<file path="src/rtl/grp_intc_pkg.sv">
`timescale 1ns/1ps
package grp_intc_pkg;
  localparam int PRIO_W         = 4;
  localparam int FIELDS_PER_REG = 4;
  localparam int NUM_PRIO_REGS  = 2;
  localparam int NUM_FIELDS     = NUM_PRIO_REGS * FIELDS_PER_REG;
  localparam int PRIO_REG_W     = PRIO_W * FIELDS_PER_REG;
  localparam int NUM_SRC        = 10;
  localparam int VEC_W          = 12;
  localparam int MASK_W         = 32;
  localparam int EXT_W          = 4;

  typedef logic [PRIO_W-1:0] prio_t;
  typedef logic [VEC_W-1:0]  vec_t;

  // Global field index = register * FIELDS_PER_REG + slot; slot 3 is the top nibble.
  function automatic int src_field(input int s);
    case (s)
      0:       return 3;
      1:       return 2;
      2, 3:    return 1;
      4, 5, 6: return 0;
      7:       return 7;
      8:       return 6;
      9:       return 4;
      default: return 5;
    endcase
  endfunction

  function automatic vec_t src_vector(input int s);
    case (s)
      0:       return 12'h400;
      1:       return 12'h420;
      2:       return 12'h440;
      3:       return 12'h460;
      4:       return 12'h480;
      5:       return 12'h4A0;
      6:       return 12'h4C0;
      7:       return 12'h560;
      8:       return 12'hB00;
      9:       return 12'hB80;
      default: return 12'h000;
    endcase
  endfunction

  // Mask bit gating a line, -1 when the line is never masked.
  function automatic int src_mask_bit(input int s);
    case (s)
      8:       return 9;
      9:       return 8;
      default: return -1;
    endcase
  endfunction
endpackage

</file>
<file path="src/rtl/grp_intc_regs.sv">
`timescale 1ns/1ps
module grp_intc_regs
  import grp_intc_pkg::*;
#(
  parameter int ADDR_W      = 8,
  parameter int DATA_W      = 32,
  parameter int PRIO_BASE   = 'h00,
  parameter int PRIO_STRIDE = 4,
  parameter int MASK_SET    = 'h40,
  parameter int MASK_CLR_OFS = 'h20
) (
  input  logic                  clk,
  input  logic                  rst,
  input  logic                  wr_en,
  input  logic [ADDR_W-1:0]     wr_addr,
  input  logic [DATA_W-1:0]     wr_data,
  output prio_t                 fields [NUM_FIELDS],
  output logic [MASK_W-1:0]     mask
);
  localparam logic [ADDR_W-1:0] SET_ADDR = ADDR_W'(MASK_SET);
  localparam logic [ADDR_W-1:0] CLR_ADDR = ADDR_W'(MASK_SET + MASK_CLR_OFS);

  logic [PRIO_REG_W-1:0] prio_q [NUM_PRIO_REGS];

  for (genvar r = 0; r < NUM_PRIO_REGS; r++) begin : g_prio
    localparam logic [ADDR_W-1:0] REG_ADDR = ADDR_W'(PRIO_BASE + PRIO_STRIDE * r);
    always_ff @(posedge clk) begin
      if (rst)
        prio_q[r] <= '0;
      else if (wr_en && wr_addr == REG_ADDR)
        prio_q[r] <= wr_data[PRIO_REG_W-1:0];
    end
    for (genvar k = 0; k < FIELDS_PER_REG; k++) begin : g_field
      assign fields[r*FIELDS_PER_REG + k] = prio_q[r][k*PRIO_W +: PRIO_W];
    end
  end

  always_ff @(posedge clk) begin
    if (rst)
      mask <= '1;
    else if (wr_en && wr_addr == SET_ADDR)
      mask <= mask | wr_data[MASK_W-1:0];
    else if (wr_en && wr_addr == CLR_ADDR)
      mask <= mask & ~wr_data[MASK_W-1:0];
  end
endmodule

</file>
<file path="src/rtl/grp_intc_arb.sv">
`timescale 1ns/1ps
module grp_intc_arb
  import grp_intc_pkg::*;
#(
  parameter int EXT_VEC_BASE = 'h200,
  parameter int EXT_STEP_SH  = 5
) (
  input  prio_t              fields [NUM_FIELDS],
  input  logic [MASK_W-1:0]  mask,
  input  logic [NUM_SRC-1:0] src_pend,
  input  logic [EXT_W-1:0]   ext_code,
  input  prio_t              cpu_level,
  output logic               win_valid,
  output vec_t               win_vec
);
  localparam int NUM_CAND = NUM_SRC + 1;
  localparam logic [EXT_W-1:0] EXT_IDLE = '1;

  logic  cand_elig [NUM_CAND];
  prio_t cand_prio [NUM_CAND];
  vec_t  cand_vec  [NUM_CAND];

  for (genvar s = 0; s < NUM_SRC; s++) begin : g_src
    localparam int FLD  = src_field(s);
    localparam int MBIT = src_mask_bit(s);
    logic blocked;
    if (MBIT >= 0) begin : g_masked
      assign blocked = mask[MBIT];
    end else begin : g_open
      assign blocked = 1'b0;
    end
    assign cand_prio[s] = fields[FLD];
    assign cand_vec[s]  = src_vector(s);
    assign cand_elig[s] = src_pend[s] && !blocked && (fields[FLD] != '0) &&
                          (fields[FLD] > cpu_level);
  end

  // External encoded level sits after all on-chip lines, so it loses ties.
  assign cand_prio[NUM_SRC] = (ext_code == EXT_IDLE) ? '0 : PRIO_W'(EXT_IDLE - ext_code);
  assign cand_vec[NUM_SRC]  = VEC_W'(EXT_VEC_BASE) + (VEC_W'(ext_code) << EXT_STEP_SH);
  assign cand_elig[NUM_SRC] = (ext_code != EXT_IDLE) && (cand_prio[NUM_SRC] > cpu_level);

  prio_t best_prio;
  always_comb begin
    win_valid = 1'b0;
    win_vec   = '0;
    best_prio = '0;
    // Scan downward with >= so the lowest index survives a tie.
    for (int s = NUM_CAND - 1; s >= 0; s--) begin
      if (cand_elig[s] && (!win_valid || cand_prio[s] >= best_prio)) begin
        win_valid = 1'b1;
        win_vec   = cand_vec[s];
        best_prio = cand_prio[s];
      end
    end
  end
endmodule

</file>
<file path="src/rtl/grp_intc_out.sv">
`timescale 1ns/1ps
module grp_intc_out
  import grp_intc_pkg::*;
(
  input  logic clk,
  input  logic rst,
  input  logic win_valid,
  input  vec_t win_vec,
  input  logic ack,
  output logic irq_req,
  output vec_t irq_vec
);
  always_ff @(posedge clk) begin
    if (rst) begin
      irq_req <= 1'b0;
      irq_vec <= '0;
    end else if (irq_req) begin
      if (ack) irq_req <= 1'b0;
    end else if (win_valid) begin
      irq_req <= 1'b1;
      irq_vec <= win_vec;
    end
  end
endmodule

</file>
<file path="src/rtl/grp_intc.sv">
`timescale 1ns/1ps
module grp_intc
  import grp_intc_pkg::*;
#(
  parameter int ADDR_W = 8,
  parameter int DATA_W = 32
) (
  input  logic               clk,
  input  logic               rst,
  input  logic               wr_en,
  input  logic [ADDR_W-1:0]  wr_addr,
  input  logic [DATA_W-1:0]  wr_data,
  input  logic [NUM_SRC-1:0] src_pend,
  input  logic [EXT_W-1:0]   ext_code,
  input  logic [PRIO_W-1:0]  cpu_level,
  input  logic               ack,
  output logic               irq_req,
  output logic [VEC_W-1:0]   irq_vec
);
  prio_t             fields [NUM_FIELDS];
  logic [MASK_W-1:0] mask;
  logic              win_valid;
  vec_t              win_vec;

  grp_intc_regs #(.ADDR_W(ADDR_W), .DATA_W(DATA_W)) regs_i (
    .clk(clk), .rst(rst), .wr_en(wr_en), .wr_addr(wr_addr), .wr_data(wr_data),
    .fields(fields), .mask(mask)
  );

  grp_intc_arb arb_i (
    .fields(fields), .mask(mask), .src_pend(src_pend), .ext_code(ext_code),
    .cpu_level(cpu_level), .win_valid(win_valid), .win_vec(win_vec)
  );

  grp_intc_out out_i (
    .clk(clk), .rst(rst), .win_valid(win_valid), .win_vec(win_vec), .ack(ack),
    .irq_req(irq_req), .irq_vec(irq_vec)
  );
endmodule

</file>
<file path="config.mk">
export PLATFORM = sky130hd
export DESIGN_NAME = grp_intc
export DESIGN_NICKNAME = d
export VERILOG_FILES = /design/src/rtl/grp_intc_pkg.sv /design/src/rtl/grp_intc_regs.sv /design/src/rtl/grp_intc_arb.sv /design/src/rtl/grp_intc_out.sv /design/src/rtl/grp_intc.sv
export SDC_FILE = /design/constraint.sdc
export NUM_CORES = 1
export LEC_CHECK = 0
export CAP_MARGIN = 20
export CORE_MARGIN = 2
export CORE_UTILIZATION = 30
export CTS_CLUSTER_SIZE = 12
export DETAILED_ROUTE_END_ITERATION = 12
export PLACE_DENSITY_LB_ADDON = 0.1
export SLEW_MARGIN = 15
export SYNTH_ARGS = -nofsm -noshare
export SYNTH_HDL_FRONTEND = slang
export SYNTH_SLANG_ARGS = --single-unit
export TNS_END_PERCENT = 1
</file>
<file path="constraint.sdc">
create_clock -name clk -period 27.5 [get_ports clk]
set_input_delay 5.5 -clock clk [delete_from_list [all_inputs] [get_ports clk]]
set_output_delay 5.5 -clock clk [all_outputs]
set_load 0.03 [all_outputs]
</file>
==> impl_metrics.yaml <==
yosys:
  ys_seq_area_share_pct: 25.59
  post_synth.cell_area_avg_um2: 8.979
  netlist_instances: 453
  syn_area_um2: 4068
  synth_area_leader_cell: "ha_1"
  async_flop_share_pct: 0
  ys_seq_elements: 38
  yosys_warnings: 0
  synth-edff-count: 28
  ys_top_cells_by_area: "ha_1, edfxtp_1, dfxtp_1"
  ys.flop_type: "edfxtp_1"
  yosysUniqueCellTypes: 58
  yosys.area.top_type_share_pct: 21.22
critical_path:
  required_ps: 27700
  crit_path_frequent_cell: "a21oi_1"
  cp-end-kind: "flop"
  cp-startpoint: "cpu_level[0]"
  crit_type: "input port to flop"
  startpoint_type: "input port"
  crit_end: "out_i.irq_vec[11]"
  critPathMaxStageDelay_ps: 850
  reg2reg_setup_slack_ps: 9440
  r2r-start: "regs_i.prio_q[1][1]"
  arrival_ps: 24740
  worstPathMaxFanout: 14
  slowest_stage: "a21oi_1"
  rr_worst_depth: 77
  r2r_end: "out_i.irq_vec[11]"
finish:
  drive_above_1_share_pct: 6.126
  n_antenna_cell: 0
  multiInputGateArea_um2: 2824
  final_util_pct: 36.94
  regArea_um2: 1041
  areaGrowthSynthToFinish_pct: 20.27
  final_nets: 636
  fillers: 1379
timing:
  maxSlewHeadroom_pct: 28.47
  finalCritPeriodShare_pct: 89.24
  fin_skew_ps: 7.457
  fmax_mhz: 40.75
  setup_viol: 0
  rsz0062_at_grt: "no"
  fin_tns_setup_ps: 0
  tightest_slew_ps: 1073
  min_period_ps: 24540
  hold_viol_final: 0
  finalMaxSlewViolations: 0
clock_network:
  post_cts_buffers: 0
  cts-root-buf: "clkbuf_16"
  clock_latency_ps: 280
  post_cts_resized: 0
  cts_buffers: 5
  cts_tree: "yes"
  htree_levels: 2
  cts.sinks: 38
  clkTransAtPathRegs_ps: 60
  holdBufCountCts: 0
  cts_buffer_depth: 2
global_route:
  grt_pass1_wl_um: 18840
  antenna_found_initial: 0
  grt_max_degree: 17
  first_global_vias: 3637
  grt_overflow: 0
  track_usage_pct: 16.53
pwr:
  p_leak_nw: 2.036
  power.density_nw_per_um2: 48.50
  combPwrFrac_pct: 46.1
  sequentialPowerShare_pct: 29.7
  clock_power_share_pct: 24.2
  p_switching_uw: 90.11
  peakVddDrop_v: 0.00002157
  power.internal_uw: 147.1
  p_sw_share_pct: 37.98
flow_run:
  drv_cap: 0
floorplanning:
  design.core.area_um2: 13240
  dieArea_um2: 14510
  start_util_pct: 30.72
  ios: 75
  num_rows: 42
  die_w_um: 120.4
  die_y_um: 120.4
place:
  dpl.hpwl_um: 9255
  gp_congestion: 0.8208
  port_buffers: 53
drt:
  met2_length_um: 5266
  maxUsedRoutingLayer: "met4"
  routed-wl-met3_um: 333
  ant_nets: 0
  via_per_inst: 5.183
  detail_route.wl_per_cell_um: 16.90
  wl_um: 11530
  first_pass_iters: 4
  drc: 0
  drt_iter0_drc: 181
  vias: 3535
  wl_met1_um: 5756
run_status:
  status: "finished clean"
hold_path:
  hold_class: "flop to flop"
[placed cells by master, fill, tap and decap left out, types with 11 or more instances in the layout]
| cell type | instances |
|---|---|
| o21ai_0 | 19 |
| ha_1 | 69 |
| nor2_1 | 22 |
| nand3_1 | 11 |
| inv_1 | 35 |
| a21o_1 | 15 |
| a21oi_1 | 35 |
| nand2_1 | 31 |
| edfxtp_1 | 28 |
| clkdlybuf4s50_1 | 53 |
| and2_1 | 30 |
[Yosys cell counts (all sizes together) (6+ instances only)]
| master | count |
|---|---|
| o211ai | 9 |
| nand2b | 10 |
| o21a | 6 |
| mux2 | 8 |
| ha | 69 |
| dfxtp | 10 |
| nor2b | 10 |
| nor2 | 23 |
| and2 | 30 |
| edfxtp | 28 |
| mux2i | 8 |
| a21o | 15 |
| nand2 | 31 |
| buf | 8 |
| or4 | 6 |
| a21oi | 37 |
| inv | 35 |
| nor3 | 6 |
| nand4 | 6 |
| nand3 | 11 |
| o21ai | 21 |
[metal layers]
layer | GRT usage (%) | vias up
met5 | 0 | -
met1 | 22.67 | 1666
met3 | 2.170 | 9
li1 | - | 1794
met4 | 4.215 | 0
met2 | 27.44 | 66
[critical path, delay by kind of cell]
| family | cells | cell delay (ps) |
|---|---|---|
| buffers and inverters | 3 | 990 |
| adders and majority gates | 11 | 3140 |
| muxes | 5 | 1420 |
| and+or+nand+nor | 22 | 4110 |
| AOI/OAI and AO/OA | 41 | 9550 |
[stage by stage]
step                      cell area [um^2]  setup WS, ps  instances  power [mW]  hold WS [ps]
final                                 4892          2959        682      0.2373         466.4
after detailed placement              4755          2676        674      0.1809         460.0
after global placement                4755          2944        674      0.1786         460.1
after CTS                             4892          2870        682      0.2386         473.1
after global routing                  4892          1518        682      0.2549         504.3
after floorplan                       4083          6289        457      0.1497         443.5
[cells by family after synthesis]
logic type | after synthesis | share of synthesized area (%)
multiplexers | 16 | 4.183
AO/OA/AOI/OAI | 133 | 23.99
other | 1 | 0.09219
buffers and inverters | 48 | 5.445
flip-flops | 38 | 25.59
AND/OR/NAND/NOR | 148 | 19.47
adder cells (fa/ha/maj) | 69 | 21.22
[worst min-delay path by stage]
| stage | startpoint | end | slack [ps] | depth (start not counted) |
|---|---|---|---|---|
| 2_1_floorplan | flop | flop | 440 | 2 |
| 3_3_place_gp | out_i.irq_vec[9] | out_i.irq_vec[9] | 460 | 2 |
| 3_5_place_dp | out_i.irq_vec[11] | out_i.irq_vec[11] | 460 | 2 |
| 4_1_cts | out_i.irq_vec[11] | out_i.irq_vec[11] | 470 | 2 |
| 5_1_grt | out_i.irq_vec[11] | out_i.irq_vec[11] | 500 | 2 |
| 6_report | out_i.irq_vec[11] | out_i.irq_vec[11] | 470 | 2 |
[cell type report]
cell class / instances / area share [%]
clock buffers: 6 / 2.634
well taps: 176 / 4.501
clock inverters: 2 / 0.1790
multi-input cells: 371 / 57.72
repair buffers: 54 / 11.00
flip-flops and latches: 38 / 21.28
inverters: 35 / 2.685
[power groups by stage]
| stage | clock, mW | combinational, mW | sequential, mW |
|---|---|---|---|
| 2_1_floorplan | 0 | 0.0757 | 0.0740 |
| 3_3_place_gp | 0 | 0.107 | 0.0718 |
| 3_5_place_dp | 0 | 0.109 | 0.0718 |
| 4_1_cts | 0.0579 | 0.110 | 0.0706 |
| 5_1_grt | 0.0604 | 0.123 | 0.0713 |
| 6_report | 0.0574 | 0.109 | 0.0705 |
[flip-flops by register name, indices dropped and copies added (netlist names), named ones only]
register / count
out_i.irq_req: 1
out_i.irq_vec: 7
regs_i.prio_q: 28
No activity file was read; power rests on OpenSTA's default activity.
